[src/rtl/cmul_pkg.sv]
package cmul_pkg;

    typedef enum logic {
        RND_TRUNC   = 1'b0,
        RND_HALF_UP = 1'b1
    } rnd_mode_e;

    localparam int unsigned CMUL_LATENCY = 3;

    function automatic int natural_width(input int wa, input int wb);
        return wa + wb + 1;
    endfunction

    function automatic int dropped_bits(input int nw, input int wo);
        return nw - wo;
    endfunction

endpackage

[src/rtl/cmul_in_reg.sv]
module cmul_in_reg #(
    parameter int WA = 8,
    parameter int WB = 8
) (
    input  logic                 clk,
    input  logic                 rst,
    input  logic                 in_valid,
    input  logic signed [WA-1:0] a_re,
    input  logic signed [WA-1:0] a_im,
    input  logic signed [WB-1:0] b_re,
    input  logic signed [WB-1:0] b_im,
    output logic                 s1_valid,
    output logic signed [WA-1:0] s1_ar,
    output logic signed [WA-1:0] s1_ai,
    output logic signed [WB-1:0] s1_br,
    output logic signed [WB-1:0] s1_bi
);
    always_ff @(posedge clk) begin
        if (rst) begin
            s1_valid <= 1'b0;
            s1_ar    <= '0;
            s1_ai    <= '0;
            s1_br    <= '0;
            s1_bi    <= '0;
        end else begin
            s1_valid <= in_valid;
            if (in_valid) begin
                s1_ar <= a_re;
                s1_ai <= a_im;
                s1_br <= b_re;
                s1_bi <= b_im;
            end
        end
    end
endmodule

[src/rtl/cmul_prod.sv]
module cmul_prod #(
    parameter int WA = 8,
    parameter int WB = 8,
    localparam int PW = WA + WB
) (
    input  logic                 clk,
    input  logic                 rst,
    input  logic                 s1_valid,
    input  logic signed [WA-1:0] s1_ar,
    input  logic signed [WA-1:0] s1_ai,
    input  logic signed [WB-1:0] s1_br,
    input  logic signed [WB-1:0] s1_bi,
    output logic                 s2_valid,
    output logic signed [PW-1:0] p_rr,
    output logic signed [PW-1:0] p_ii,
    output logic signed [PW-1:0] p_ri,
    output logic signed [PW-1:0] p_ir
);
    always_ff @(posedge clk) begin
        if (rst) begin
            s2_valid <= 1'b0;
            p_rr     <= '0;
            p_ii     <= '0;
            p_ri     <= '0;
            p_ir     <= '0;
        end else begin
            s2_valid <= s1_valid;
            if (s1_valid) begin
                p_rr <= PW'(s1_ar) * PW'(s1_br);
                p_ii <= PW'(s1_ai) * PW'(s1_bi);
                p_ri <= PW'(s1_ar) * PW'(s1_bi);
                p_ir <= PW'(s1_ai) * PW'(s1_br);
            end
        end
    end
endmodule

[src/rtl/cmul_narrow.sv]
module cmul_narrow
    import cmul_pkg::*;
#(
    parameter int        NW   = 17,
    parameter int        WO   = 12,
    parameter rnd_mode_e MODE = RND_HALF_UP,
    localparam int       D    = dropped_bits(NW, WO)
) (
    input  logic signed [NW-1:0] full_val,
    output logic signed [WO-1:0] narrow_val
);
    if (D == 0) begin : g_pass
        assign narrow_val = full_val[WO-1:0];
    end else if (MODE == RND_TRUNC) begin : g_trunc
        assign narrow_val = full_val[NW-1:D];
    end else begin : g_round
        localparam logic signed [NW:0] HALF = (NW+1)'(1) << (D - 1);
        logic signed [NW:0] biased;
        assign biased     = (NW+1)'(full_val) + HALF;
        assign narrow_val = biased[NW-1:D];
    end
endmodule

[src/rtl/cmul_top.sv]
module cmul_top
    import cmul_pkg::*;
#(
    parameter int        WA   = 8,
    parameter int        WB   = 8,
    parameter int        WO   = 12,
    parameter rnd_mode_e MODE = RND_HALF_UP,
    localparam int       PW   = WA + WB,
    localparam int       NW   = natural_width(WA, WB)
) (
    input  logic                 clk,
    input  logic                 rst,
    input  logic                 in_valid,
    input  logic signed [WA-1:0] a_re,
    input  logic signed [WA-1:0] a_im,
    input  logic signed [WB-1:0] b_re,
    input  logic signed [WB-1:0] b_im,
    output logic                 out_valid,
    output logic signed [WO-1:0] out_re,
    output logic signed [WO-1:0] out_im
);
    if (WO > NW) begin : g_wo_too_wide
        $error("cmul_top: WO must not exceed WA+WB+1");
    end
    if (WO < 2) begin : g_wo_too_narrow
        $error("cmul_top: WO must be at least 2");
    end

    logic                 s1_valid;
    logic signed [WA-1:0] s1_ar, s1_ai;
    logic signed [WB-1:0] s1_br, s1_bi;
    logic                 s2_valid;
    logic signed [PW-1:0] p_rr, p_ii, p_ri, p_ir;
    logic signed [NW-1:0] re_full, im_full;
    logic signed [WO-1:0] re_nar, im_nar;

    cmul_in_reg #(.WA(WA), .WB(WB)) u_in (
        .clk(clk), .rst(rst), .in_valid(in_valid),
        .a_re(a_re), .a_im(a_im), .b_re(b_re), .b_im(b_im),
        .s1_valid(s1_valid), .s1_ar(s1_ar), .s1_ai(s1_ai),
        .s1_br(s1_br), .s1_bi(s1_bi)
    );

    cmul_prod #(.WA(WA), .WB(WB)) u_prod (
        .clk(clk), .rst(rst), .s1_valid(s1_valid),
        .s1_ar(s1_ar), .s1_ai(s1_ai), .s1_br(s1_br), .s1_bi(s1_bi),
        .s2_valid(s2_valid), .p_rr(p_rr), .p_ii(p_ii),
        .p_ri(p_ri), .p_ir(p_ir)
    );

    assign re_full = NW'(p_rr) - NW'(p_ii);
    assign im_full = NW'(p_ri) + NW'(p_ir);

    cmul_narrow #(.NW(NW), .WO(WO), .MODE(MODE)) u_nar_re (
        .full_val(re_full), .narrow_val(re_nar)
    );
    cmul_narrow #(.NW(NW), .WO(WO), .MODE(MODE)) u_nar_im (
        .full_val(im_full), .narrow_val(im_nar)
    );

    always_ff @(posedge clk) begin
        if (rst) begin
            out_valid <= 1'b0;
            out_re    <= '0;
            out_im    <= '0;
        end else begin
            out_valid <= s2_valid;
            if (s2_valid) begin
                out_re <= re_nar;
                out_im <= im_nar;
            end
        end
    end
endmodule

[config.mk]
export PLATFORM = sky130hd
export DESIGN_NAME = cmul_top
export DESIGN_NICKNAME = d
export VERILOG_FILES = /design/src/rtl/cmul_pkg.sv /design/src/rtl/cmul_in_reg.sv /design/src/rtl/cmul_prod.sv /design/src/rtl/cmul_narrow.sv /design/src/rtl/cmul_top.sv
export SDC_FILE = /design/constraint.sdc
export NUM_CORES = 1
export LEC_CHECK = 0
export CAP_MARGIN = 10
export CORE_UTILIZATION = 60
export DETAILED_ROUTE_END_ITERATION = 8
export GPL_TIMING_DRIVEN = 0
export HOLD_SLACK_MARGIN = 0.08
export PLACE_DENSITY = 0.79
export SYNTH_ARGS = -nofsm -noshare
export SYNTH_HDL_FRONTEND = slang
export SYNTH_SLANG_ARGS = --single-unit
[constraint.sdc]
create_clock -name clk -period 10.05 [get_ports clk]
set_input_delay 2.5125 -clock clk [delete_from_list [all_inputs] [get_ports clk]]
set_output_delay 2.5125 -clock clk [all_outputs]
set_load 0.01 [all_outputs]
==> results of run 1 <==
-- layer usage --
layer  share of wire, %  vias up  global-route usage [%]  routed length (µm)
met5                  0        -                       0                   0
met4                3.7        0                    12.3                1440
met3                8.4       99                    5.83                3310
met2                 47      519                    50.6               18300
met1                 41     5875                    41.5               16200
li1                   -     5559                       -                   -
-- cells in the final DEF, fill, tap and decap left out, types with 15 or more instances in the layout --
cell / instances
a21oi_1: 46
a211oi_1: 17
and2_1: 150
nor2_1: 115
xnor2_1: 59
ha_1: 174
nor3_1: 15
clkbuf_1: 57
nor2b_1: 21
mux2i_1: 85
o21ai_0: 20
xor2_1: 17
fa_1: 220
nand2_1: 104
dfxtp_1: 123
nand2b_1: 29
clkdlybuf4s50_1: 58
clkbuf_16: 17
inv_1: 343
-- through the flow --
stage	hold slack, ns	setup WS, ns	cell area, µm²	total power, mW	utilization (%)
4_1_cts	0.463	4.52	17300	1.79	68.0
3_5_place_dp	0.453	4.54	16700	1.16	65.7
2_1_floorplan	0.437	5.60	15700	0.971	-
6_report	0.464	4.41	17300	1.80	68.0
3_3_place_gp	0.450	4.59	16700	1.14	65.7
5_1_grt	0.492	4.17	17300	1.89	68.0
-- kinds of logic after synthesis --
kind of cell             Yosys count  synth area share [%]
flip-flops                       123                  15.7
AND/OR/NAND/NOR                  490                  16.1
buffers and inverters            409                  10.0
adder cells (fa/ha/maj)          394                  41.9
multiplexers                      87                  5.56
AO/OA/AOI/OAI                    150                  6.41
XOR/XNOR                          76                  4.24
-- power groups by stage --
| stage | registers [mW] | logic [mW] | clock network, mW |
|---|---|---|---|
| final | 0.557 | 0.608 | 0.635 |
| after global routing | 0.558 | 0.674 | 0.659 |
| after CTS | 0.555 | 0.600 | 0.635 |
| after detailed placement | 0.565 | 0.595 | 0 |
| after global placement | 0.564 | 0.574 | 0 |
| after floorplan | 0.549 | 0.422 | 0 |
-- worst register-to-register path: stages (launching register included) --
cell and delay (ns):
dfxtp_1 0.63, clkbuf_1 0.57, nand2_1 0.25, fa_1 0.54, inv_1 0.06, fa_1 0.51, fa_1 0.49, inv_1 0.05
fa_1 0.49, inv_1 0.05, ha_1 0.30, inv_1 0.08, o31ai_1 0.42, a211oi_2 0.16, o21bai_1 0.17, a21oi_1 0.10
xnor2_1 0.48, a211oi_1 0.15
-- final timing paths --
kind / from / endpoint / slack (ns) / cells past startpoint
setup / recovery: u_in.s1_bi[2] / u_prod.p_ii[15] / 4.41 / 17
hold / removal: u_prod.p_ir[0] / u_prod.p_ir[0] / 0.46 / 2
setup reg to reg: u_in.s1_bi[2] / u_prod.p_ii[15] / 4.41 / 17
hold reg to reg: u_prod.p_ir[0] / u_prod.p_ir[0] / 0.46 / 2
-- state kept, by name (all words and copies together) (netlist names), 12 cells and up --
signal,cells
u_prod.p_rr,16
out_im,12
u_prod.p_ir,16
out_re,12
u_prod.p_ri,16
u_prod.p_ii,16
-- layout make-up --
type / count / area, µm²
fill: 2024 / 8130
timing repair buffer: 58 / 581
sequential: 123 / 2460
clock buffer: 17 / 425
tap: 330 / 413
buffer: 65 / 283
inverter: 344 / 1290
clock inverter: 15 / 154
multi-input combinational: 1197 / 11700
==> metrics.txt, run 1 <==
First-pass DRT Iterations=6; Rel. slew slack=38.9%; row cnt=58; Clock Sinks=123; Yosys Warn Count=0; top cells by count, synth=343 x inv_1, 220 x fa_1, 174 x ha_1; layout cells sized above 1=3.19%; Post-Syn Area per Cell=9.08 µm²; detailed placer's ending HPWL=31500 µm; Slew @ Worst Pin=0.916 ns; sw power=0.681 mW; Clock Pin Slew Worst Setup and Hold Paths=0.06 ns; area leader, netlist=fa_1; largest net degree at the start of global routing=17; DRC=0; crit path max fanout=10; leak pwr=8.31 nW; Synth area leaders=fa_1 28%, dfxtp_1 16%, ha_1 14%; via count=12100; Area Growth Syn to Fin=10.0%; crit-path cells=clkbuf_1, nand2_1, fa_1, inv_1, fa_1, fa_1, inv_1, fa_1, inv_1, ha_1, inv_1, o31ai_1, a211oi_2, o21bai_1, a21oi_1, xnor2_1, a211oi_1; Clock Skew=0.0153 ns; drt wl/cell=18.3 µm; Yosys cell types=63; cell-internal power=1.12 mW; top-count cell post-synth=inv_1; placed cells=2117; Setup Buffers After CTS=0; routability congestion estimate=1.01; final worst path period need=5.64 ns; Starting Density=61.8%; CTS Root Cell=clkbuf_16; Clock Path Buffers=2; peak supply drop=0.0814 mV; Iter 0 DRT Violations=943; Comb pwr share=33.8%; H-tree depth=4; fin nets=2235; n_diodes=0; critical setup path kind=reg -> reg; first-pass GRT wire length=63300 µm; Fmax=177 MHz; part of the power in registers=30.9%; syn nets=2158; Tcrit/Tclk final=56.1%; Routed WL=39300 µm; final cell count without fillers=2149; clock power share=35.3%; status=finished, final reports clean; grt ovf=0; PortBufs=58; setup violators final=0; #FFs+latches synth=123; Critical Path Source Type=flop; die width=164 µm; Worst Path Required=10.34 ns; Synth Flop Type=dfxtp_1; CP Capture Type=flop; slowest stage delay, CP=0.63 ns; setup TNS=0 ns; Buf+Inv Stages, Crit Path=5; EDFF count, synth=0; CP max-delay cell=dfxtp_1; Slew Limit Fails=0; initial antenna violation count=0; HP Class=reg -> reg; Seq/Total Area, Yosys=15.7%; Power Dens Cells=104 nW/µm²; Async SR Flop Fraction=0%; Mapped Area=15700 µm²; CTS tree=built; share of the synthesized area in the top cell type=28.1%; Worst Path Arrival=5.93 ns; net switching share of the total power=37.8%; die area=26800 µm²; Synth Instances=1729; cts hold-fix bufs=0; num ports=60; area of the core=25400 µm²; vias in the first global route=12100; post-route ant nets=0; overall fraction of global-route tracks in use=31.3%; final hold viol count=0; Num CTS Buffers=17; # Max-Cap Violations=0; crit-path leading delay family=adder cells; post-DR vias/cell=5.61; Die H=164 µm; RSZ-0062 raised after global routing=false; Post-CTS Resized=0; worst skew pair latency=0.45 ns
Power figures use the tool's default switching activity.
==> run 2, diff against run 1 <==
CORE_UTILIZATION = 58   (was 60)
clock period = 4.7 ns   (was 10.05 ns; I/O delays follow)
==> run 2 against run 1 <==
  * The run now ends with design-rule violations left
  * First-iteration DRC count decreased by 24%
  * Total power increased by 120%
  * Clock skew increased by 0.0056 ns
  * Largest power group is now combinational logic
  * Sequential power increased by 110%
  * Register-to-register slack got worse by 4.3 ns
==> metrics.txt, run 2 (synthesis gave the netlist of run 1 again) <==
status=complete, but fails checks (was finished, final reports clean); failing checks=design-rule violations; die area=27700 µm² (was 26800 µm²); Power Dens Cells=217 nW/µm² (was 104 nW/µm²); Worst Path Arrival=4.93 ns (was 5.93 ns); final cell count without fillers=2199 (was 2149); Clock Pin Slew Worst Setup and Hold Paths=0.06 ns (about the same); # fillers=1974 (was 2024); Final Util=69.4% (was 68.0%); PortBufs=58 (unchanged); Die H=167 µm (was 164 µm); Slew Limit Fails=0 (unchanged); busiest grt layer=met2 (unchanged); grt ovf=0 (unchanged); final worst path period need=4.57 ns (was 5.64 ns); critical setup path kind=reg -> reg (unchanged); vias in the first global route=12200 (was 12100); layout cells sized above 1=11.7% (was 3.19%); largest net degree at the start of global routing=17 (unchanged); worst skew pair latency=0.45 ns (about the same); CP Capture Type=flop (unchanged); Slew @ Worst Pin=0.920 ns (was 0.916 ns); Worst Path Required=5.06 ns (was 10.34 ns); Area Growth Syn to Fin=16.3% (was 10.0%); Rel. slew slack=38.7% (was 38.9%); die width=167 µm (was 164 µm); # Max-Cap Violations=0 (unchanged); setup TNS=0 ns (unchanged); Num CTS Buffers=17 (unchanged); initial antenna violation count=0 (unchanged); RSZ-0062 raised after global routing=true (was false); routability congestion estimate=1.00 (was 1.01); Starting Density=59.7% (was 61.8%); final hold viol count=0 (unchanged); Fin Hold WS=0.464 ns (about the same); Clock Path Buffers=2 (unchanged); H-tree depth=4 (unchanged); post-DR vias/cell=5.54 (was 5.61); most common cell after layout, fill and taps aside=inv_1 (unchanged); CTS tree=built (unchanged); n_diodes=0 (unchanged); Routed WL=41400 µm (was 39300 µm); Clock Sinks=123 (unchanged); CTS Root Cell=clkbuf_16 (unchanged); Critical Path Source Type=flop (unchanged); peak supply drop=0.213 mV (was 0.0814 mV); Fmax=219 MHz (was 177 MHz); First-pass DRT Iterations=7 (was 6); routing usage on met1=39.4% (was 41.5%); HP Class=reg -> reg (unchanged); via count=12200 (was 12100); fin nets=2280 (was 2235); first-pass GRT wire length=64000 µm (was 63300 µm); Tcrit/Tclk final=97.2% (was 56.1%); num ports=60 (unchanged); cts hold-fix bufs=0 (unchanged); crit path max fanout=10 (unchanged); met2 usage=49.1% (was 50.6%); post-route ant nets=0 (unchanged); area of the core=26300 µm² (was 25400 µm²); Clock Skew=0.0209 ns (was 0.0153 ns); placed cells=2122 (was 2117); most frequent cells in the layout=336 x inv_1, 215 x fa_1, 167 x ha_1, 143 x and2_1, 115 x nor2_1 (was 343 x inv_1, 220 x fa_1, 174 x ha_1, 150 x and2_1, 123 x dfxtp_1); leak pwr=8.76 nW (was 8.31 nW); row cnt=59 (was 58); Iter 0 DRT Violations=714 (was 943); overall fraction of global-route tracks in use=30.0% (was 31.3%); setup violators final=0 (unchanged); DRC=8 (was 0); GR Layer Usage met3=5.11% (was 5.83%); drt wl/cell=18.8 µm (was 18.3 µm); detailed placer's ending HPWL=32000 µm (was 31500 µm)
[run 2: where the power goes]
part	leakage [nW]	internal [mW]	switching, mW	total, mW
sequential	1.02	1.10	0.0770	1.18
combinational	7.45	0.612	0.804	1.42
clock	0.284	0.771	0.600	1.37
total	8.76	2.48	1.48	3.96
[run 2: timing repair]
| item | CTS | global route |
|---|---|---|
| buffers inserted | 6 | 42 |
| endpoints found under the setup margin | 27 | 16 |
| pin swaps | 6 | 35 |
| cloned | 0 | 2 |
| hold endpoints to repair | 0 | 0 |
| resized for setup | 131 | 98 |
[run 2: routing by layer]
| layer | share of wire [%] | vias up |
|---|---|---|
| met4 | 4.2 | 0 |
| li1 | - | 5654 |
| met3 | 7.3 | 80 |
| met5 | 0 | - |
| met1 | 42 | 6001 |
| met2 | 47 | 441 |
[run 2: worst max-delay path: stages (launching register included)]
cell      delay (ns)
dfxtp_4         0.40
buf_8           0.17
nand2_1         0.09
fa_1            0.46
fa_1            0.51
fa_1            0.51
fa_1            0.50
inv_1           0.07
ha_4            0.17
a211o_1         0.29
a21oi_2         0.20
o31ai_2         0.10
a211oi_2        0.29
o21bai_1        0.11
a21oi_2         0.24
xnor2_4         0.14
a211oi_2        0.23
[run 2: through the flow]
stage	total power [mW]	instance area (µm²)	setup WS, ns
after floorplan	2.08	15700	0.246
after global placement	2.44	16700	-0.851
after detailed placement	2.48	16700	-0.902
after CTS	3.88	17700	-0.0332
after global routing	4.17	18200	-0.0427
final	3.96	18200	0.130
[run 2: worst paths after layout]
path	start	endpoint	slack [ns]	cells past startpoint
min reg2reg	u_prod.p_ii[0]	u_prod.p_ii[0]	0.46	2
min	u_prod.p_ii[0]	u_prod.p_ii[0]	0.46	2
max reg2reg	u_in.s1_bi[2]	u_prod.p_ii[15]	0.13	16
max	u_in.s1_bi[2]	u_prod.p_ii[15]	0.13	16
[run 2: area by class of cell]
type	instances	area, µm²	share of cell area, %
Inverter	344	1290	7.09
Timing Repair Buffer	108	991	5.43
Clock buffer	19	453	2.48
Sequential cell	123	2580	14.1
Buffer	60	483	2.65
Multi-Input combinational cell	1197	11900	65.2
Tap cell	335	419	2.30
Clock inverter	13	134	0.734
==> run 3, diff against run 2 <==
CORE_ASPECT_RATIO = 1.4   (was not set)
==> run 3 against run 2 <==
  * The run now ends clean
  * Non-clock buffer count fell by 12
  * Critical path depth is 2 higher
  * Sequential share of layout area barely moved
  * Cell count is 0.59% higher
==> metrics.txt, run 3 (synthesis gave the netlist of run 1 again) <==
status=finished, final reports clean (was complete, but fails checks); final cell count without fillers=2212 (was 2199); Reg-to-Reg Start=u_in.s1_bi[4] (was u_in.s1_bi[2]); H-tree depth=4 (unchanged); final worst path period need=4.62 ns (was 4.57 ns); Worst Path Arrival=4.93 ns (about the same); num ports=60 (unchanged); Iter 0 DRT Violations=758 (was 714); most common cell after layout, fill and taps aside=inv_1 (unchanged); leak pwr=8.70 nW (was 8.76 nW); DRC=0 (was 8); n_diodes=0 (unchanged); crit path max fanout=5 (was 10); post-DR vias/cell=5.52 (was 5.54); Clock Path Buffers=2 (unchanged); First-pass DRT Iterations=6 (was 7); placed cells=2147 (was 2122); CTS Root Cell=clkbuf_16 (unchanged); R2R Path End=u_prod.p_ri[14] (was u_prod.p_ii[15]); Clock Sinks=123 (unchanged); drt wl/cell=18.5 µm (was 18.8 µm); fin nets=2268 (was 2280); Starting Density=59.5% (was 59.7%); detailed placer's ending HPWL=31500 µm (was 32000 µm); dpl ws=-0.827 ns (was -0.902 ns); layout cells sized above 1=11.8% (was 11.7%); critical setup path kind=reg -> reg (unchanged); Reg2Reg Setup Slack=0.08 ns (was 0.13 ns); Rel. slew slack=37.4% (was 38.7%); grt ovf=0 (unchanged); CP Capture Type=flop (unchanged); Tcrit/Tclk final=98.2% (was 97.2%); Fmax=217 MHz (was 219 MHz); largest net degree at the start of global routing=17 (unchanged); routability congestion estimate=0.933 (was 1.00); Setup crit start=u_in.s1_bi[4] (was u_in.s1_bi[2]); final hold viol count=0 (unchanged); Worst Path Required=5.01 ns (was 5.06 ns); Clock Pin Slew Worst Setup and Hold Paths=0.06 ns (about the same); Routed WL=40900 µm (was 41400 µm); worst setup margin=0.0827 ns (was 0.130 ns); vias in the first global route=12900 (was 12200); CP endpoint=u_prod.p_ri[14] (was u_prod.p_ii[15]); R2R cell count=18 (was 16); die width=141 µm (was 167 µm); Final Util=69.2% (was 69.4%); # Max-Cap Violations=0 (unchanged); most frequent cells in the layout=334 x inv_1, 214 x fa_1, 164 x ha_1, 144 x and2_1, 115 x nor2_1 (was 336 x inv_1, 215 x fa_1, 167 x ha_1, 143 x and2_1, 115 x nor2_1); RSZ-0062 raised after global routing=true (unchanged); worst skew pair latency=0.44 ns (was 0.45 ns); setup TNS=0 ns (unchanged); Num CTS Buffers=17 (unchanged); post-route ant nets=0 (unchanged); Slew @ Worst Pin=0.939 ns (was 0.920 ns); Fin Hold WS=0.472 ns (was 0.464 ns); peak supply drop=0.262 mV (was 0.213 mV); Critical Path Source Type=flop (unchanged); overall fraction of global-route tracks in use=30.7% (was 30.0%); Power Dens Cells=214 nW/µm² (was 217 nW/µm²); area of the core=26400 µm² (was 26300 µm²); die area=27700 µm² (about the same); via count=12200 (about the same); Die H=197 µm (was 167 µm); Clock Skew=0.0111 ns (was 0.0209 ns); setup violators final=0 (unchanged); HP Class=reg -> reg (unchanged); CTS tree=built (unchanged); Area Growth Syn to Fin=16.3% (unchanged); first-pass GRT wire length=64500 µm (was 64000 µm); Slew Limit Fails=0 (unchanged); row cnt=70 (was 59); initial antenna violation count=1 (was 0); PortBufs=58 (unchanged)
-- run 3: metal layers --
metal	up-vias	wire [µm]	global-route usage (%)
met5	-	0	0
met4	0	3160	22.9
met3	153	2580	4.88
met2	485	19800	52.1
met1	5960	15400	35.0
li1	5617	-	-
-- run 3: what timing repair did --
action,in CTS,in global routing
resized for setup,130,118
endpoints found under the hold margin,0,0
cloned,0,0
pin swaps,6,39
hold buffers,0,0
buffers inserted,5,32
endpoints found under the setup margin,25,19
-- run 3: critical path: stages, from the launching register on --
cell and delay, ns:
dfxtp_4 0.38, buf_6 0.12, and2_4 0.13, fa_1 0.52, inv_2 0.05, fa_1 0.52
inv_2 0.05, fa_1 0.56, inv_2 0.05, fa_1 0.54, inv_2 0.05, ha_4 0.28
o21ai_2 0.05, nand2b_1 0.12, a21oi_2 0.08, o21ai_1 0.18, nand4_1 0.16, and3_1 0.20
or4_1 0.45
-- run 3: area by class of cell --
cell class / instances / area [µm²]
timing repair buffer: 95 / 875
buffer: 61 / 494
inverter: 344 / 1290
sequential: 123 / 2570
clock inverter: 15 / 141
clock buffer: 17 / 425
fill: 1995 / 8110
tap: 360 / 450
multi-input combinational: 1197 / 12000
-- run 3: how the worst min path moves through the flow --
| stage | from | endpoint | slack (ns) | cells after the start |
|---|---|---|---|---|
| after floorplan | u_prod.p_ir[0] | u_prod.p_ir[0] | 0.44 | 2 |
| after global placement | u_prod.p_ir[0] | u_prod.p_ir[0] | 0.45 | 2 |
| after detailed placement | u_prod.p_ir[0] | u_prod.p_ir[0] | 0.46 | 2 |
| after CTS | u_prod.p_ir[0] | u_prod.p_ir[0] | 0.47 | 2 |
| after global routing | u_prod.p_rr[0] | u_prod.p_rr[0] | 0.49 | 2 |
| final | u_prod.p_rr[0] | u_prod.p_rr[0] | 0.47 | 2 |
-- run 3: power breakdown --
group / internal, mW / switching, mW / leakage [nW]
Combinational: 0.613 / 0.812 / 7.40
Clock: 0.736 / 0.569 / 0.276
Sequential: 1.10 / 0.0768 / 1.02
-- run 3: through the flow --
stage | power, mW | instance area, µm²
after CTS | 3.82 | 17700
after detailed placement | 2.47 | 16700
after floorplan | 2.08 | 15700
final | 3.91 | 18200
after global placement | 2.42 | 16700
after global routing | 4.11 | 18200
